`src/rtl/ramp_conv_pkg.sv`:
```
package ramp_conv_pkg;

  typedef enum logic [1:0] {
    ST_IDLE = 2'd0,
    ST_WAIT = 2'd1,
    ST_CMP  = 2'd2,
    ST_HOLD = 2'd3
  } conv_state_t;

  typedef struct packed {
    logic clearAll;
    logic incr;
    logic capture;
    logic markFull;
  } conv_strobe_t;

endpackage

```
`src/rtl/ramp_ctrl.sv`:
```
module ramp_ctrl
  import ramp_conv_pkg::*;
#(
  parameter int SETTLE = 2
) (
  input  logic         clk,
  input  logic         rstN,
  input  logic         start,
  input  logic         cmpHigh,
  input  logic         atMax,
  output conv_strobe_t strobe,
  output logic         busy
);
  localparam int WW = (SETTLE < 1) ? 1 : $clog2(SETTLE + 1);
  localparam logic [WW-1:0] WAIT_LOAD = WW'(SETTLE);
  localparam conv_state_t STEP_STATE = (SETTLE == 0) ? ST_CMP : ST_WAIT;

  conv_state_t stateQ, stateD;
  logic [WW-1:0] waitQ, waitD;

  always_comb begin
    stateD = stateQ;
    waitD  = waitQ;
    strobe = '0;
    if (start) begin
      strobe.clearAll = 1'b1;
      waitD  = WAIT_LOAD;
      stateD = STEP_STATE;
    end else begin
      case (stateQ)
        ST_WAIT: begin
          if (waitQ <= WW'(1)) stateD = ST_CMP;
          else                 waitD  = waitQ - WW'(1);
        end
        ST_CMP: begin
          if (cmpHigh && !atMax) begin
            strobe.incr = 1'b1;
            waitD  = WAIT_LOAD;
            stateD = STEP_STATE;
          end else begin
            strobe.capture  = 1'b1;
            strobe.markFull = cmpHigh;
            stateD = ST_HOLD;
          end
        end
        default: ;
      endcase
    end
  end

  always_ff @(posedge clk or negedge rstN) begin
    if (!rstN) begin
      stateQ <= ST_IDLE;
      waitQ  <= '0;
    end else begin
      stateQ <= stateD;
      waitQ  <= waitD;
    end
  end

  assign busy = (stateQ == ST_WAIT) || (stateQ == ST_CMP);
endmodule

```
`src/rtl/ramp_datapath.sv`:
```
module ramp_datapath
  import ramp_conv_pkg::*;
#(
  parameter int WIDTH = 8
) (
  input  logic             clk,
  input  logic             rstN,
  input  conv_strobe_t     strobe,
  output logic [WIDTH-1:0] count,
  output logic [WIDTH-1:0] result,
  output logic             done,
  output logic             fullScale,
  output logic             atMax
);
  logic [WIDTH-1:0] countQ, resultQ;
  logic doneQ, fullQ;

  always_ff @(posedge clk or negedge rstN) begin
    if (!rstN) begin
      countQ  <= '0;
      resultQ <= '0;
      doneQ   <= 1'b0;
      fullQ   <= 1'b0;
    end else if (strobe.clearAll) begin
      countQ  <= '0;
      resultQ <= '0;
      doneQ   <= 1'b0;
      fullQ   <= 1'b0;
    end else begin
      doneQ <= strobe.capture;
      if (strobe.incr) countQ <= countQ + WIDTH'(1);
      if (strobe.capture) begin
        resultQ <= countQ;
        fullQ   <= strobe.markFull;
      end
    end
  end

  assign count     = countQ;
  assign result    = resultQ;
  assign done      = doneQ;
  assign fullScale = fullQ;
  assign atMax     = &countQ;
endmodule

```
`src/rtl/ramp_conv_ctrl.sv`:
```
module ramp_conv_ctrl
  import ramp_conv_pkg::*;
#(
  parameter int WIDTH  = 8,
  parameter int SETTLE = 2
) (
  input  logic             clk,
  input  logic             rstN,
  input  logic             start,
  input  logic             cmpHigh,
  output logic [WIDTH-1:0] dacCode,
  output logic [WIDTH-1:0] result,
  output logic             done,
  output logic             fullScale,
  output logic             busy
);
  conv_strobe_t strobe;
  logic atMax;

  ramp_ctrl #(.SETTLE(SETTLE)) u_ctrl (
    .clk(clk), .rstN(rstN), .start(start), .cmpHigh(cmpHigh),
    .atMax(atMax), .strobe(strobe), .busy(busy)
  );

  ramp_datapath #(.WIDTH(WIDTH)) u_dp (
    .clk(clk), .rstN(rstN), .strobe(strobe), .count(dacCode),
    .result(result), .done(done), .fullScale(fullScale), .atMax(atMax)
  );
endmodule

```
`config.mk`:
```
export PLATFORM = sky130hd
export DESIGN_NAME = ramp_conv_ctrl
export DESIGN_NICKNAME = d
export VERILOG_FILES = /design/src/rtl/ramp_conv_pkg.sv /design/src/rtl/ramp_ctrl.sv /design/src/rtl/ramp_datapath.sv /design/src/rtl/ramp_conv_ctrl.sv
export SDC_FILE = /design/constraint.sdc
export NUM_CORES = 1
export LEC_CHECK = 0
export ABC_AREA = 1
export BUFFER_PORTS_ARGS = -buffer_cell sky130_fd_sc_hd__buf_4
export CORE_ASPECT_RATIO = 0.7
export CORE_MARGIN = 8
export CORE_UTILIZATION = 30
export DETAILED_ROUTE_END_ITERATION = 10
export GPL_TIMING_DRIVEN = 1
export PLACE_DENSITY_LB_ADDON = 0.15
export SLEW_MARGIN = 20
export SYNTH_ARGS = -nofsm -noshare
export SYNTH_HDL_FRONTEND = slang
export SYNTH_SLANG_ARGS = --single-unit
```
`constraint.sdc`:
```
create_clock -name clk -period 1.4 [get_ports clk]
set_input_delay 0.21 -clock clk [delete_from_list [all_inputs] [get_ports clk]]
set_output_delay 0.21 -clock clk [all_outputs]
set_load 0.01 [all_outputs]
```
==> load_flow_metrics.sql, run 1 <==
INSERT INTO impl_metrics (metric_group, metric, value, unit) VALUES
('run_status', 'outcome', 'complete, no violations', ''),
('synth', 'post_synth.cell_area_avg', '8.17', 'µm²'),
('synth', 'post_synthesis_register_bit_count', '22', ''),
('final_layout', 'final_layout_size_suffix_gt1_frac', '0.443', ''),
('detailed_routing', 'drt_wl_total', '3.24', 'mm'),
('synth', 'postSynthNetCount', '158', ''),
('global_routing', 'pin_count_of_the_biggest_net_entering_global_routing', '23', ''),
('clocking', 'cts-buffers-inserted', '3', ''),
('global_routing', 'total_global_route_track_usage', '0.102', ''),
('setup_path', 'critical_path_required', '1.55', 'ns'),
('final_layout', 'area_growth_syn_to_layout', '42.9', '%'),
('timing', 'finalHoldViolCount', '0', ''),
('power', 'cellLeakagePower', '0.895', 'nW'),
('run', 'cap_viol_max_count', '0', ''),
('timing', 'finalSetupViolations', '0', ''),
('setup_path', 'worst-path-buf-inv', '1', ''),
('setup_path', 'critical_path.max_fanout', '8', ''),
('detailed_routing', 'wire_length_per_cell', '13.3', 'µm'),
('timing', 'layout_min_cycle_time', '1.37', 'ns'),
('clocking', 'worstSkewPairLatency', '0.26', 'ns'),
('place', 'finalWeightedCongestion', '0.792', ''),
('detailed_routing', 'detailroute.via_count', '1129', ''),
('floorplan', 'initial_core_util', '0.313', ''),
('synth', 'yosys_most_used_dff', 'sky130_fd_sc_hd__dfrtp_1', ''),
('synth', 'synth_top_area_cell', 'sky130_fd_sc_hd__dfrtp_1', ''),
('final_layout', 'nFillCells', '394', ''),
('timing', 'slew_viol_final', '0', ''),
('timing', 'tightestPinTransition', '0.322', 'ns'),
('synth', 'top_area_cells_in_the_synthesized_netlist', 'sky130_fd_sc_hd__dfrtp_1, sky130_fd_sc_hd__nand2_1, sky130_fd_sc_hd__nand3_1', ''),
('hold_path', 'timing.hold.worst.class', 'in -> reg', ''),
('setup_path', 'arrival', '1.52', 'ns'),
('power', 'power.density_cell_area', '1130', 'nW/µm²'),
('synth', 'ys_seq_area_frac', '0.449', ''),
('detailed_routing', 'remaining_drc_errors', '0', ''),
('synth', 'synth-edff-count', '0', ''),
('synth', 'yosys.cell_types.count', '23', ''),
('clocking', 'cts_num_sinks', '22', ''),
('setup_path', 'crit_path_end_kind', 'flip-flop', ''),
('setup_path', 'slowest_stage', 'sky130_fd_sc_hd__dfrtp_1', ''),
('power', 'irDropWorstVdd', '0.435', 'mV'),
('detailed_routing', 'drt_first_pass_iters', '4', ''),
('synth', 'netlist_top_cells_count', 'sky130_fd_sc_hd__nand2_1, sky130_fd_sc_hd__dfrtp_1, sky130_fd_sc_hd__nand3_1', ''),
('timing', 'achievable-frequency', '731', 'MHz'),
('global_routing', 'first_global_vias', '1152', ''),
('timing', 'relSlewSlack', '0.784', ''),
('global_routing', 'antenna_found_initial', '0', ''),
('final_layout', 'fin_util', '0.447', ''),
('floorplan', 'chipWidth', '92.4', 'µm'),
('floorplan', 'floorplan.die_area', '6420', 'µm²'),
('synth', 'syn_area', '1230', 'µm²'),
('floorplan', 'io-pin-count', '23', ''),
('global_routing', 'global_route.overflow_total', '0', ''),
('place', 'numPortBuffers', '22', ''),
('synth', 'yosys.cell_count.top_type', 'sky130_fd_sc_hd__nand2_1', ''),
('setup_path', 'startpoint_type', 'flip-flop', ''),
('timing', 'skew', '0.00817', 'ns'),
('floorplan', 'fp-row-count', '19', ''),
('final_layout', 'layout.nets', '202', ''),
('setup_path', 'critical-path-max-stage-delay', '0.39', 'ns'),
('timing', 'setup_tns', '0', 'ns'),
('hold_path', 'worst_hold_path.num_cells', '3', ''),
('global_routing', 'grt.met1_usage', '0.134', ''),
('clocking', 'cts-root-to-sink-buffers', '2', ''),
('detailed_routing', 'drt.antenna.violating_nets', '0', ''),
('setup_path', 'crit_top_cell', 'sky130_fd_sc_hd__nand2_4', ''),
('global_routing', 'grt.met2_usage', '0.160', ''),
('clocking', 'clock-root-buffer', 'sky130_fd_sc_hd__clkbuf_8', ''),
('synth', 'post_synth_inst_count', '150', ''),
('detailed_routing', 'detailedRoute.firstIterationViolations', '83', ''),
('synth', 'yosysTopAreaCellShare', '0.449', ''),
('clocking', 'tritoncts_clock_tree', 'built', '');
[power breakdown]
group          switching [mW]  internal [mW]
registers              0.0620          0.706
clock network           0.195          0.192
logic                   0.466          0.361
total                   0.723           1.26
[stage by stage]
stage	instance area (µm²)	hold slack, ns	instances	worst slack (ns)	power [mW]
6_report	1750	0.261	244	0.0324	1.98
5_1_grt	1750	0.292	244	-0.0566	2.13
4_1_cts	1590	0.256	239	0.0167	1.80
3_5_place_dp	1530	0.119	235	-0.0142	1.40
3_3_place_gp	1530	0.120	235	0.00750	1.38
2_1_floorplan	1230	-0.0856	150	0.0130	1.17
[cells by family (layout without fill, tap and decap cells)]
kind of cell             after synthesis  after routing  share of synthesized area
AND/OR/NAND/NOR                       86             87                      0.339
flip-flops                            22             22                      0.449
buffers and inverters                 21             62                     0.0796
AO/OA/AOI/OAI                         16             16                     0.0847
adder cells (fa/ha/maj)                4              4                     0.0408
XOR/XNOR                               1              1                    0.00714
[worst paths after layout]
kind                                 start          endpoint  slack (ns)
max                          u_dp.count[1]     u_dp.count[0]        0.03
min                                cmpHigh    u_dp.fullScale        0.26
max reg2reg                  u_dp.count[1]     u_dp.count[0]        0.03
min reg2reg                u_ctrl.waitQ[0]   u_ctrl.waitQ[0]        0.51
max in group asynchronous             rstN   u_ctrl.waitQ[1]        0.80
min in group asynchronous             rstN  u_ctrl.stateQ[1]        0.37
[sequential cells by signal, summed over array words and instances (netlist names)]
| signal | flops |
|---|---|
| u_ctrl.waitQ | 2 |
| u_dp.result | 8 |
| u_dp.fullScale | 1 |
| u_dp.count | 8 |
| u_ctrl.stateQ | 2 |
| u_dp.done | 1 |
[placed cells by master, fill, tap and decap left out]
cell type,n
sky130_fd_sc_hd__xor2_1,1
sky130_fd_sc_hd__o22ai_2,1
sky130_fd_sc_hd__nor2_2,4
sky130_fd_sc_hd__inv_2,4
sky130_fd_sc_hd__nor2_1,10
sky130_fd_sc_hd__ha_1,1
sky130_fd_sc_hd__nand2_2,6
sky130_fd_sc_hd__or2_2,1
sky130_fd_sc_hd__nand3_4,1
sky130_fd_sc_hd__nand2_1,30
sky130_fd_sc_hd__nor3_1,1
sky130_fd_sc_hd__o21ai_2,10
sky130_fd_sc_hd__buf_4,37
sky130_fd_sc_hd__nor2_4,3
sky130_fd_sc_hd__dlygate4sd3_1,1
sky130_fd_sc_hd__nand3_1,22
sky130_fd_sc_hd__a21oi_1,1
sky130_fd_sc_hd__nand2_8,2
sky130_fd_sc_hd__inv_1,14
sky130_fd_sc_hd__clkbuf_8,3
sky130_fd_sc_hd__dfrtp_1,22
sky130_fd_sc_hd__buf_6,3
sky130_fd_sc_hd__nand2_4,7
sky130_fd_sc_hd__ha_2,2
sky130_fd_sc_hd__o21ai_0,4
sky130_fd_sc_hd__ha_4,1
[metal layers]
layer  up-vias  wire length [µm]
met2        25              1460
li1        569                 -
met4         0                11
met5         -                 0
met3         2               207
met1       533              1560
[worst reg2reg max path: cells and delay by family (launching register included)]
kind                     cells  cell delay (ns)
AND/OR/NAND/NOR              6             0.49
adder cells (fa/ha/maj)      1             0.21
buffers and inverters        1             0.18
flip-flops                   1             0.39
[what timing repair did]
action,in CTS,in global routing
setup buffers,0,4
gates cloned,0,1
hold buffers,1,0
setup endpoints to repair,7,21
hold endpoints to repair,22,0
pin swaps,0,12
gates resized for setup,3,34
[cell type report]
type                    instances  area, µm²  share of cell area
clock buffers                   3       41.3              0.0236
multi-input cells             108        706               0.403
inverters                      18       67.6              0.0386
well taps                      52       65.1              0.0371
flip-flops and latches         22        551               0.314
repair buffers                 41        322               0.184
Power figures use the tool's default switching activity.
==> run 2, diff against run 1 <==
SKIP_LAST_GASP = 1   (was unset)
SLEW_MARGIN = 15   (was 20)
SYNTH_HIERARCHICAL = 1   (was unset)
==> load_flow_metrics.sql, run 2 <==
INSERT INTO impl_metrics (metric_group, metric, value, unit) VALUES
('run_status', 'outcome', 'complete, but fails checks', ''),
('run_status', 'failed_checks', 'negative setup slack', ''),
('place', 'dp_hpwl', '2.18', 'mm'),
('detailed_routing', 'drt.antenna.violating_nets', '0', ''),
('power', 'power.density_cell_area', '1090', 'nW/µm²'),
('global_routing', 'antenna_found_initial', '0', ''),
('detailed_routing', 'drt_first_pass_iters', '4', ''),
('setup_path', 'timing.reg2reg.worst_path_depth', '11', ''),
('final_layout', 'final_layout_size_suffix_gt1_frac', '0.492', ''),
('final_layout', 'fin_util', '0.478', ''),
('timing', 'rsz0062_at_grt', 'yes', ''),
('setup_path', 'rr_endpoint', 'u_dp/count[4]', ''),
('synth', 'async_reset_ff_frac', '1.00', ''),
('global_routing', 'pin_count_of_the_biggest_net_entering_global_routing', '23', ''),
('place', 'numPortBuffers', '22', ''),
('detailed_routing', 'detailroute.via_count', '1044', ''),
('floorplan', 'io-pin-count', '23', ''),
('final_layout', 'layout.nets', '196', ''),
('hold_path', 'hold_crit_endpoint', 'u_dp/count[1]', ''),
('power', 'cellLeakagePower', '0.859', 'nW'),
('floorplan', 'fp-row-count', '18', ''),
('timing', 'final_critical_path_setup_slack', '-0.206', 'ns'),
('setup_path', 'timing.setup.critical_path_class', 'reg -> reg', ''),
('power', 'irDropWorstVdd', '0.360', 'mV'),
('floorplan', 'core_area', '3600', 'µm²'),
('final_layout', 'layout.cells.non_filler', '237', ''),
('clocking', 'tritoncts_clock_tree', 'built', ''),
('clocking', 'worst_setup_hold_path_clk_slew', '0.08', 'ns'),
('final_layout', 'nFillCells', '353', ''),
('floorplan', 'floorplan.die_area', '6090', 'µm²'),
('detailed_routing', 'detailedRoute.firstIterationViolations', '37', ''),
('power', 'netSwitchingPower', '0.612', 'mW'),
('synth', 'yosys.cell_types.count', '22', ''),
('clocking', 'worstSkewPairLatency', '0.26', 'ns'),
('hold_path', 'holdCritStartpoint', 'start', ''),
('power', 'clkPwrFrac', '0.244', ''),
('hold_path', 'timing.hold.worst.class', 'in -> reg', ''),
('detailed_routing', 'drt_wl_total', '2.97', 'mm'),
('clocking', 'clock-root-buffer', 'sky130_fd_sc_hd__clkbuf_8', ''),
('final_layout', 'leading_cell_types_in_the_layout_fill_and_taps_excluded', 'sky130_fd_sc_hd__buf_4, sky130_fd_sc_hd__inv_1, sky130_fd_sc_hd__nand2_1', ''),
('global_routing', 'total_global_route_track_usage', '0.0984', ''),
('timing', 'finalHoldViolCount', '0', ''),
('timing', 'relSlewSlack', '0.802', ''),
('final_layout', 'antenna_cells', '0', ''),
('synth', 'post_synth_inst_count', '136', ''),
('setup_path', 'timing.reg2reg.setup_slack', '-0.21', 'ns'),
('timing', 'achievable-frequency', '623', 'MHz'),
('global_routing', 'grt_first_pass_wirelength', '4.75', 'mm'),
('place', 'placedCellCount', '226', ''),
('final_layout', 'final_common_cell', 'sky130_fd_sc_hd__buf_4', ''),
('synth', 'ys_seq_area_frac', '0.480', ''),
('timing', 'setup_tns', '-1.67', 'ns'),
('detailed_routing', 'remaining_drc_errors', '0', ''),
('setup_path', 'crit_path_end_kind', 'flip-flop', ''),
('timing', 'slew_viol_final', '0', ''),
('floorplan', 'chipWidth', '89.9', 'µm'),
('synth', 'top_area_cells_in_the_synthesized_netlist', 'sky130_fd_sc_hd__dfrtp_1, sky130_fd_sc_hd__nand2_1, sky130_fd_sc_hd__inv_1', ''),
('power', 'pwr-share-comb', '0.361', ''),
('power', 'cell_internal_pwr', '1.27', 'mW'),
('power', 'finalPower', '1.88', 'mW'),
('synth', 'netlist_top_cells_count', 'sky130_fd_sc_hd__nand2_1, sky130_fd_sc_hd__inv_1, sky130_fd_sc_hd__dfrtp_1', ''),
('clocking', 'cts-root-to-sink-buffers', '2', ''),
('power', 'seq_power_share', '0.396', ''),
('detailed_routing', 'wire_length_per_cell', '12.5', 'µm'),
('timing', 'tightestPinTransition', '0.297', 'ns'),
('final_layout', 'area_growth_syn_to_layout', '50.1', '%'),
('clocking', 'cts_num_sinks', '22', ''),
('synth', 'yosys.cell_count.top_type', 'sky130_fd_sc_hd__nand2_1', ''),
('timing', 'layout_min_cycle_time', '1.61', 'ns'),
('synth', 'post_synth.cell_area_avg', '8.44', 'µm²'),
('synth', 'synth_top_area_cell', 'sky130_fd_sc_hd__dfrtp_1', ''),
('global_routing', 'global_route.overflow_total', '0', ''),
('synth', 'synth-edff-count', '0', ''),
('setup_path', 'critical_path.max_fanout', '5', ''),
('synth', 'yosysWarnings', '6', ''),
('setup_path', 'r2r-start', 'u_dp/count[0]', ''),
('run', 'cap_viol_max_count', '0', ''),
('setup_path', 'arrival', '1.77', 'ns'),
('floorplan', 'fp.dieH', '67.7', 'µm'),
('global_routing', 'first_global_vias', '1004', ''),
('timing', 'layout_worst_path_cycle_share', '1.15', ''),
('clocking', 'cts-buffers-inserted', '3', ''),
('synth', 'postSynthNetCount', '144', ''),
('timing', 'finalSetupViolations', '19', ''),
('synth', 'yosys_most_used_dff', 'sky130_fd_sc_hd__dfrtp_1', ''),
('hold_path', 'worst_hold_path.num_cells', '2', ''),
('place', 'finalWeightedCongestion', '0.799', ''),
('synth', 'syn_area', '1150', 'µm²'),
('power', 'switching_share', '0.325', ''),
('detailed_routing', 'vias_per_instance', '4.41', ''),
('synth', 'post_synthesis_register_bit_count', '22', ''),
('floorplan', 'initial_core_util', '0.318', ''),
('setup_path', 'startpoint_type', 'flip-flop', ''),
('timing', 'skew', '0.00490', 'ns'),
('synth', 'yosysTopAreaCellShare', '0.480', ''),
('setup_path', 'critical_path_required', '1.56', 'ns'),
('clocking', 'htreeDepth', '1', '');
==> run 2: cell types whose count changed after synthesis, moves of 2 or more <==
cell                      previous run  this run
sky130_fd_sc_hd__a21oi_1             1         6
sky130_fd_sc_hd__inv_1              16        25
sky130_fd_sc_hd__nand2_1            37        29
sky130_fd_sc_hd__nand2_2             3         6
sky130_fd_sc_hd__nand2_4             4         0
sky130_fd_sc_hd__nand3_1            22         4
sky130_fd_sc_hd__nand4_1             0         4
sky130_fd_sc_hd__nor2_1             15        10
sky130_fd_sc_hd__nor2_4              1         3
sky130_fd_sc_hd__o21ai_0             7         1
sky130_fd_sc_hd__o21ai_2             6         4
sky130_fd_sc_hd__o22ai_1             1         5
==> run 2: final cells by class <==
class / count / area [µm²] / area share
multi-input cells: 85 / 562 / 0.326
inverters: 28 / 110 / 0.0640
repair buffers: 48 / 382 / 0.222
well taps: 50 / 62.6 / 0.0363
clock buffers: 4 / 55.1 / 0.0320
flip-flops and latches: 22 / 551 / 0.320
==> run 2: worst max path at each step <==
stage	slack [ns]	startpoint	to
2_1_floorplan	-0.17	u_dp/count[0]	u_dp/result[0]
3_3_place_gp	-0.18	u_dp/count[0]	u_dp/result[5]
3_5_place_dp	-0.23	u_dp/count[1]	u_dp/result[0]
4_1_cts	-0.15	u_dp/count[0]	u_dp/count[5]
5_1_grt	-0.30	u_dp/count[1]	u_dp/count[5]
6_report	-0.21	u_dp/count[0]	u_dp/count[4]
==> run 2: cell families after synthesis <==
logic type	count (synthesis)	share of synthesized area
compound gates	17	0.0949
fa+ha+maj	4	0.0436
buf+inv	30	0.108
flops	22	0.480
simple gates	63	0.274
==> run 2: power groups by stage <==
stage               logic (mW)  registers [mW]  clock network, mW
floorplan                0.375           0.759                  0
global placement         0.620           0.753                  0
detailed placement       0.623           0.757                  0
CTS                      0.661           0.744              0.475
global route             0.779           0.752              0.497
finish                   0.678           0.744              0.458
==> run 2: worst max-delay path: stages (launching register included) <==
cell	delay, ns
sky130_fd_sc_hd__dfrtp_1	0.39
sky130_fd_sc_hd__ha_2	0.20
sky130_fd_sc_hd__nand2_2	0.08
sky130_fd_sc_hd__nor4_2	0.04
sky130_fd_sc_hd__inv_1	0.09
sky130_fd_sc_hd__nand3_2	0.10
sky130_fd_sc_hd__nor2_4	0.15
sky130_fd_sc_hd__inv_2	0.08
sky130_fd_sc_hd__nor2_4	0.18
sky130_fd_sc_hd__nand3_2	0.08
sky130_fd_sc_hd__nand2_1	0.06
sky130_fd_sc_hd__nor2_1	0.05
==> run 2: routing by layer <==
layer  vias to the layer above  routed length (µm)  share of wire  GRT usage
li1                        530                   -              -          -
met1                       490                1400           0.47      0.126
met2                        22                1370           0.46      0.151
met3                         2                 168          0.057     0.0310
met4                         0                  34          0.011     0.0433
met5                         -                   0              0          0
==> run 2: per-stage QoR <==
stage          setup slack [ns]  hold WS (ns)  instance area [µm²]
2_1_floorplan            -0.166       -0.0856                 1170
3_3_place_gp             -0.179         0.122                 1530
3_5_place_dp             -0.232         0.119                 1530
4_1_cts                  -0.151         0.219                 1660
5_1_grt                  -0.298         0.234                 1720
6_report                 -0.206         0.233                 1720
==> run 2: repair_timing <==
item                                    4_1_cts  5_1_grt
hold buffers                                  1        0
setup buffers                                 3        4
endpoints found under the setup margin       17       21
pin swaps                                     5        7
hold endpoints to repair                     22        0
gates cloned                                  1        0
gates resized for setup                       9       12
